$ cat src/rtl/pfd_pkg.sv
package pfd_pkg;
   typedef struct packed {
      logic up;
      logic dn;
   } pump_req_t;

   localparam int unsigned PFD_DEF_WIN_W = 6;
   localparam int unsigned PFD_DEF_LOCK  = 4;
endpackage

$ cat src/rtl/pfd_edge_det.sv
module pfd_edge_det #(
   parameter int unsigned N      = 2,
   parameter bit          RISING = 1'b1
) (
   input  logic         clk,
   input  logic         rst_n,
   input  logic [N-1:0] lvl,
   output logic [N-1:0] evt
);
   logic [N-1:0] prev;

   always_ff @(posedge clk or negedge rst_n) begin
      if (!rst_n) prev <= '0;
      else        prev <= lvl;
   end

   generate
      if (RISING) begin : g_rise
         assign evt = lvl & ~prev;
      end else begin : g_fall
         assign evt = ~lvl & prev;
      end
   endgenerate
endmodule

$ cat src/rtl/pfd_core.sv
module pfd_core
   import pfd_pkg::*;
#(
   parameter int unsigned CNT_W = 8
) (
   input  logic             clk,
   input  logic             rst_n,
   input  logic             ref_evt,
   input  logic             fb_evt,
   output pump_req_t        req,
   output logic             done,
   output logic [CNT_W-1:0] err
);
   localparam logic [CNT_W-1:0] CNT_MAX = '1;

   logic             up_nx, dn_nx, pending;
   logic [CNT_W-1:0] cnt;

   assign up_nx   = req.up | ref_evt;
   assign dn_nx   = req.dn | fb_evt;
   assign done    = up_nx & dn_nx;
   assign pending = req.up | req.dn;
   assign err     = !pending ? '0 : ((cnt == CNT_MAX) ? CNT_MAX : cnt + 1'b1);

   always_ff @(posedge clk or negedge rst_n) begin
      if (!rst_n) begin
         req <= '0;
         cnt <= '0;
      end else begin
         if (done) begin
            req <= '0;
            cnt <= '0;
         end else begin
            req.up <= up_nx;
            req.dn <= dn_nx;
            if (pending && cnt != CNT_MAX) cnt <= cnt + 1'b1;
         end
      end
   end

   AST_UPDN_EXCL: assert property (@(posedge clk) disable iff (!rst_n)
      !(req.up && req.dn));
   AST_IDLE_ZERO: assert property (@(posedge clk) disable iff (!rst_n)
      $past(done) |-> (cnt == '0));
endmodule

$ cat src/rtl/pfd_lock_qual.sv
module pfd_lock_qual #(
   parameter int unsigned CNT_W      = 8,
   parameter int unsigned WIN_W      = 6,
   parameter int unsigned LOCK_COUNT = 4
) (
   input  logic             clk,
   input  logic             rst_n,
   input  logic             done,
   input  logic [CNT_W-1:0] err,
   input  logic [WIN_W-1:0] win,
   output logic             in_win,
   output logic             locked
);
   localparam int unsigned SW       = $clog2(LOCK_COUNT + 1);
   localparam logic [SW-1:0] LOCK_TGT = SW'(LOCK_COUNT);

   logic [SW-1:0] streak;

   assign in_win = err <= {{(CNT_W-WIN_W){1'b0}}, win};
   assign locked = (streak == LOCK_TGT);

   always_ff @(posedge clk or negedge rst_n) begin
      if (!rst_n) streak <= '0;
      else if (done) begin
         if (!in_win)     streak <= '0;
         else if (!locked) streak <= streak + 1'b1;
      end
   end

   AST_STREAK_RANGE: assert property (@(posedge clk) disable iff (!rst_n)
      streak <= LOCK_TGT);
endmodule

$ cat src/rtl/pfd_lock_window.sv
module pfd_lock_window
   import pfd_pkg::*;
#(
   parameter int unsigned WIN_W      = PFD_DEF_WIN_W,
   parameter int unsigned LOCK_COUNT = PFD_DEF_LOCK,
   parameter bit          RISING     = 1'b1
) (
   input  logic             clk,
   input  logic             rst_n,
   input  logic             ref_in,
   input  logic             fb_in,
   input  logic [WIN_W-1:0] win_cyc,
   output logic             pump_up,
   output logic             pump_oe,
   output logic             lock_n
);
   localparam int unsigned CNT_W = WIN_W + 2;

   generate
      if (WIN_W < 1 || WIN_W > 16) begin : g_bad_win
         $error("WIN_W out of range");
      end
      if (LOCK_COUNT < 1 || LOCK_COUNT > 255) begin : g_bad_lock
         $error("LOCK_COUNT out of range");
      end
   endgenerate

   logic [1:0]       evt;
   pump_req_t        req;
   logic             done, in_win, locked;
   logic [CNT_W-1:0] err;

   pfd_edge_det #(.N(2), .RISING(RISING)) u_edge (
      .clk(clk), .rst_n(rst_n), .lvl({fb_in, ref_in}), .evt(evt)
   );

   pfd_core #(.CNT_W(CNT_W)) u_core (
      .clk(clk), .rst_n(rst_n), .ref_evt(evt[0]), .fb_evt(evt[1]),
      .req(req), .done(done), .err(err)
   );

   pfd_lock_qual #(.CNT_W(CNT_W), .WIN_W(WIN_W), .LOCK_COUNT(LOCK_COUNT)) u_lock (
      .clk(clk), .rst_n(rst_n), .done(done), .err(err), .win(win_cyc),
      .in_win(in_win), .locked(locked)
   );

   assign pump_up = req.up;
   assign pump_oe = (req.up | req.dn) & ~locked;
   assign lock_n  = ~locked;

   AST_QUIET_LOCKED: assert property (@(posedge clk) disable iff (!rst_n)
      !lock_n |-> !pump_oe);
   AST_LOCK_ENTRY: assert property (@(posedge clk) disable iff (!rst_n)
      $fell(lock_n) |-> $past(done && in_win));
   AST_LOCK_EXIT: assert property (@(posedge clk) disable iff (!rst_n)
      $rose(lock_n) |-> $past(done && !in_win));
   AST_OE_SOURCE: assert property (@(posedge clk) disable iff (!rst_n)
      pump_oe |-> (req.up || req.dn));
endmodule

$ cat config.mk
export PLATFORM = sky130hd
export DESIGN_NAME = pfd_lock_window
export DESIGN_NICKNAME = d
export VERILOG_FILES = /design/src/rtl/pfd_pkg.sv /design/src/rtl/pfd_edge_det.sv /design/src/rtl/pfd_core.sv /design/src/rtl/pfd_lock_qual.sv /design/src/rtl/pfd_lock_window.sv
export SDC_FILE = /design/constraint.sdc
export NUM_CORES = 1
export LEC_CHECK = 0
export BUFFER_PORTS_ARGS = -buffer_cell sky130_fd_sc_hd__buf_2
export CORE_MARGIN = 2
export CORE_UTILIZATION = 35
export DETAILED_ROUTE_END_ITERATION = 7
export GPL_ROUTABILITY_DRIVEN = 0
export SLEW_MARGIN = 40
export SYNTH_ARGS = -nofsm -noshare
export SYNTH_HDL_FRONTEND = slang
export SYNTH_SLANG_ARGS = --single-unit
$ cat constraint.sdc
create_clock -name clk -period 3.5 [get_ports clk]
set_input_delay 0.525 -clock clk [delete_from_list [all_inputs] [get_ports clk]]
set_output_delay 0.525 -clock clk [all_outputs]
set_load 0.01 [all_outputs]
Word level (Yosys, flattened, before mapping)
Index checks and enable logic that the tools add are counted. W data, S select, Z words.

Register bits: 15. Bits of input ports: 10. Output and inout port bits: 3. Word-level logic and storage cells: 30.

Add/subtract/negate cells: 2. Magnitude comparators: 1. Equality and inequality tests: 4. Muxes and demuxes: 7. Bitwise gates (word level): 8. Reduce and logical (&&, ||, !) cells: 3.

Operators with widths (number): $mux W8 (4); $add A8 B1 Y8 const B (1); $eq A8 B8 Y1 const B (1); $le A8 B6 Y1 (1); $ne A8 B8 Y1 const B (1); $mux W3 (2); $add A3 B1 Y3 const B (1); $eq A3 B3 Y1 const B (1); $or A1 B1 Y1 (3); $and A1 B1 Y1 (2); $and A2 B2 Y2 (1); $mux W2 (1); $ne A2 B2 Y1 const B (1); $not A2 Y2 (1); $reduce_and A2 Y1 (1); $reduce_bool A2 Y1 (1); $logic_and A1 B1 Y1 (1); $not A1 Y1 (1).

Logic depth before layout (Yosys ltp)
Depth after elaboration: 6. Depth in mapped cells: 12. Mapped depth without buffers: 12.

By module
A second synthesis with hierarchy kept.

Cells, all modules: 134. Area, all modules: 1174.9 um2.

By module, submodules not included: pfd_core (instances 1, cells each 83, area each 711.9 um2, seq. area each 250.2 um2); pfd_lock_qual (instances 1, cells each 45, area each 371.6 um2, seq. area each 75.1 um2); pfd_edge_det (instances 1, cells each 4, area each 77.6 um2, seq. area each 50.0 um2); pfd_lock_window (instances 1, cells each 2, area each 13.8 um2, seq. area each 0.0 um2).

Worst setup path before layout
No wires, ideal clock.

Kind: reg-to-reg. Start: register u_core.cnt[0]. End: register u_lock.streak[1]. Setup time: 0.134 ns. Arrival: 2.250 ns. Required time: 3.366 ns. Slack: 1.116 ns. Stages on the path, launching flop included: 12. Path buffers: 0. Clock period less this slack: 2.384 ns. Cells stage by stage: dfrtp_1 ha_1 nand3_2 nor2_1 nand3_1 a21oi_1 ha_1 and4_1 nand3_1 o221ai_1 a41oi_1 o22ai_1.

Cells in the longest elaborated chain, start to end: 6. Elaborated cells on any way between the ends: 8. Classes of those cells: add/sub: 1; order compare: 1; eq/ne: 2; mux: 3; reduce/logical: 1.

RTL lines: start, declared (RTL line pfd_core.sv:17) `logic [CNT_W-1:0] cnt;`; start signal, assigned (RTL line pfd_core.sv:36) `if (pending && cnt != CNT_MAX) cnt <= cnt + 1'b1;`; $add A8 B1 Y8 or $eq A8 B8 Y1 (tied branches) (RTL line pfd_core.sv:23) `assign err = !pending ? '0 : ((cnt == CNT_MAX) ? CNT_MAX : cnt + 1'b1);`; $mux W8 (*) (2 in series) (RTL line pfd_core.sv:23); $le A8 B6 Y1 (*) (RTL line pfd_lock_qual.sv:19) `assign in_win = err <= {{(CNT_W-WIN_W){1'b0}}, win};`; $ne A2 B2 Y1 (no line); $reduce_and A2 Y1 (no line); end signal, assigned (RTL line pfd_lock_qual.sv:26) `else if (!locked) streak <= streak + 1'b1;`; end, declared (RTL line pfd_lock_qual.sv:17) `logic [SW-1:0] streak;`.

Every way passes the cells marked *; elsewhere a longest branch is shown, timed or not. A chain may end at the register's enable or synchronous reset.

Final worst setup path
Same ends and word-level chain as after synthesis.

==> flow_metrics.py <==
metrics = {
    "clock_network": {
        "holdBufCountCts": 0,
        "clkTransAtPathRegs_ps": 90,
        "htreeDepth": 1,
        "cts_buffers": 3,
        "cts_sinks": 15,
        "clock-root-buffer": "clkbuf_4",
        "clock_latency_ps": 290,
        "cts_setup_buffers": 0,
        "clockBufferDepth": 2,
        "postCtsResizedCells": 0,
        "cts_tree": "built",
    },
    "routing": {
        "drcViolationCount": 0,
        "vias_per_cell": 5.160,
        "drtPass1Iterations": 4,
        "wirelength_um": 1914,
        "drt_iter0_markers": 19,
        "vias": 836,
        "postRouteAntennaNets": 0,
        "detail_route.wl_per_cell_um": 11.81,
    },
    "worst_setup_path": {
        "timing.rr.start": "u_core.cnt[0]",
        "critPathKind": "reg -> reg",
        "rr_worst_depth": 11,
        "r2r_slack_ps": 800,
        "arrival_ps": 2880,
        "required_ps": 3670,
        "critPathLaunchType": "register",
        "crit_fanout": 9,
        "r2r-end": "u_lock.streak[1]",
        "cp-end-kind": "register",
    },
    "floorplan": {
        "fp.dieArea_um2": 3269,
        "initial_core_util_pct": 36.52,
        "boundaryPins": 13,
        "num_rows": 19,
        "core_um2": 2710,
        "die_width_um": 57.18,
        "fp.dieH_um": 57.18,
    },
    "logic_synthesis": {
        "synth_top_family_by_area": "simple AND/OR/NAND/NOR gates",
        "avgSynthCellArea_um2": 8.532,
        "yosysUniqueCellTypes": 30,
        "synth_mux_area_share_pct": 0,
        "synth_cells": 116,
        "synth_compound_area_share_pct": 19.22,
        "ys_warn_count": 0,
        "synth_edf_count": 0,
        "ys_ff_latch": 15,
        "synthTopCellsByCount": "a21oi_1, dfrtp_1, nand2_1",
        "ys.flop_type": "dfrtp_1",
        "synthesis.nets": 135,
        "ys_seq_area_share_pct": 37.93,
        "synth_top_cell_area_share_pct": 37.93,
        "synthArstFlopShare_pct": 100.0,
        "synth_fa_ha_area_share_pct": 11.38,
        "synthSimpleGateAreaFrac_pct": 20.99,
        "ys_top_cells_by_area": "dfrtp_1, ha_1, a21oi_1",
        "synthXorXnorAreaFrac_pct": 6.195,
        "synth.largest_area_cell": "dfrtp_1",
        "synth_area_um2": 989.7,
    },
    "global_routing": {
        "grt-ovfl-total": 0,
        "grt_use_total_pct": 13.12,
        "grt_pass1_vias": 762,
        "grt_pass1_wl_um": 3332,
        "grt_max_degree": 16,
        "grt_antenna_before_repair": 0,
    },
    "timing": {
        "slew_violations": 0,
        "finalSetupViolations": 0,
        "relSlewSlack_pct": 66.52,
        "finalHoldViolations": 0,
        "finalCritPeriodShare_pct": 77.22,
        "rsz0062_at_grt": "no",
        "fin_setup_tns_ps": 0,
        "finClkSkew_ps": 4.978,
        "period_needed_ps": 2703,
        "worstMarginPinSlew_ps": 501.7,
        "max_freq_mhz": 370.0,
    },
    "layout": {
        "antenna_cells": 0,
        "fillerInstances": 283,
        "area_growth_pct": 12.52,
        "fin_nets": 151,
        "fin_area_um2": 1114,
        "layout-drive-gt1-share_pct": 16.79,
    },
    "hold_path": {
        "hold_path.class": "in -> async",
    },
    "power_and_ir_drop": {
        "power.density_nw_per_um2": 517.8,
        "leakage_nw": 0.5410,
        "max-vdd-ir-drop_uv": 264.0,
    },
    "run_status": {
        "status": "completed",
    },
    "flow_run": {
        "cap_viol_max_count": 0,
    },
    "place": {
        "portBuffers": 12,
        "place_area_um2": 1084,
        "dpl.hpwl_um": 1518,
    },
}
[cell usage in the layout, fill, tap and decap left out, types with 2 or more instances in the layout]
master	Yosys	final
dfrtp_1	15	15
or3_2	2	2
clkbuf_4	0	3
a21oi_1	15	15
nand2_1	15	15
buf_2	1	12
o21ai_0	3	3
nand3_1	6	6
ha_1	9	9
a21o_1	2	2
o22ai_1	2	2
xor2_1	4	4
inv_1	10	10
or2_2	2	2
xnor2_1	3	3
nor2_1	12	11
[stage by stage]
step | power, mW | hold slack [ps] | setup slack [ps] | cells | utilization, %
2_1_floorplan | 0.4179 | 229.4 | 1116 | 116 | -
3_3_place_gp | 0.4762 | 450.8 | 917.5 | 158 | 39.98
3_5_place_dp | 0.4817 | 455.7 | 785.7 | 158 | 39.98
4_1_cts | 0.5851 | 127.5 | 774.9 | 162 | 41.00
5_1_grt | 0.6326 | 130.5 | 469.3 | 162 | 41.09
6_report | 0.5766 | 118.3 | 797.3 | 162 | 41.09
[worst max path at each step]
stage / startpoint / endpoint / slack, ps / cells past startpoint
floorplan: u_core.cnt[0] / u_lock.streak[1] / 1120 / 11
global placement: u_core.cnt[0] / u_lock.streak[1] / 920 / 11
detailed placement: u_core.cnt[0] / u_lock.streak[1] / 790 / 11
CTS: u_core.cnt[0] / u_lock.streak[1] / 770 / 11
global route: u_core.cnt[0] / u_lock.streak[1] / 470 / 11
finish: u_core.cnt[0] / u_lock.streak[1] / 800 / 11
[sequential cells by signal (all words and copies together), names as in the netlist]
signal,flops
u_lock.streak,3
u_core.req,2
u_core.cnt,8
u_edge.prev,2
[logic make-up (layout without fill, tap and decap cells)]
| kind of cell | Yosys count | after routing |
|---|---|---|
| buffers and inverters | 11 | 26 |
| DFF | 15 | 15 |
| AOI/OAI and AO/OA | 31 | 31 |
| xor gates and xnor gates | 7 | 7 |
| adders and majority gates | 9 | 9 |
| and+or+nand+nor | 43 | 43 |
[where the power goes]
part | switching (mW) | internal [mW] | leakage (nW)
clock | 0.0585 | 0.0426 | 0.0177
combinational | 0.127 | 0.0977 | 0.330
sequential | 0.0389 | 0.212 | 0.194
total | 0.224 | 0.352 | 0.541
[layer usage]
| metal | GRT usage (%) | share of wire (%) |
|---|---|---|
| met5 | 0 | 0 |
| met1 | 17.79 | 50 |
| met4 | 7.973 | 2.8 |
| met3 | 1.587 | 3.4 |
| met2 | 20.03 | 44 |
[layout make-up]
class | instances | area (um2) | area share, %
multi-input cells | 90 | 574.3 | 51.57
clock buffers | 3 | 22.52 | 2.022
flip-flops and latches | 15 | 375.4 | 33.71
inverters | 10 | 37.54 | 3.371
well taps | 31 | 38.79 | 3.483
repair buffers | 12 | 60.06 | 5.393
clock inverters | 1 | 5.005 | 0.4494
[critical path: stages (launching register included)]
cell,delay [ps]
dfrtp_1,420
ha_1,240
nand3_2,170
nor2_1,220
nand3_1,200
a21oi_1,210
ha_1,280
and4_1,200
nand3_1,80
o221ai_1,150
a41oi_1,290
o22ai_1,120
No activity file was read; power rests on OpenSTA's default activity.
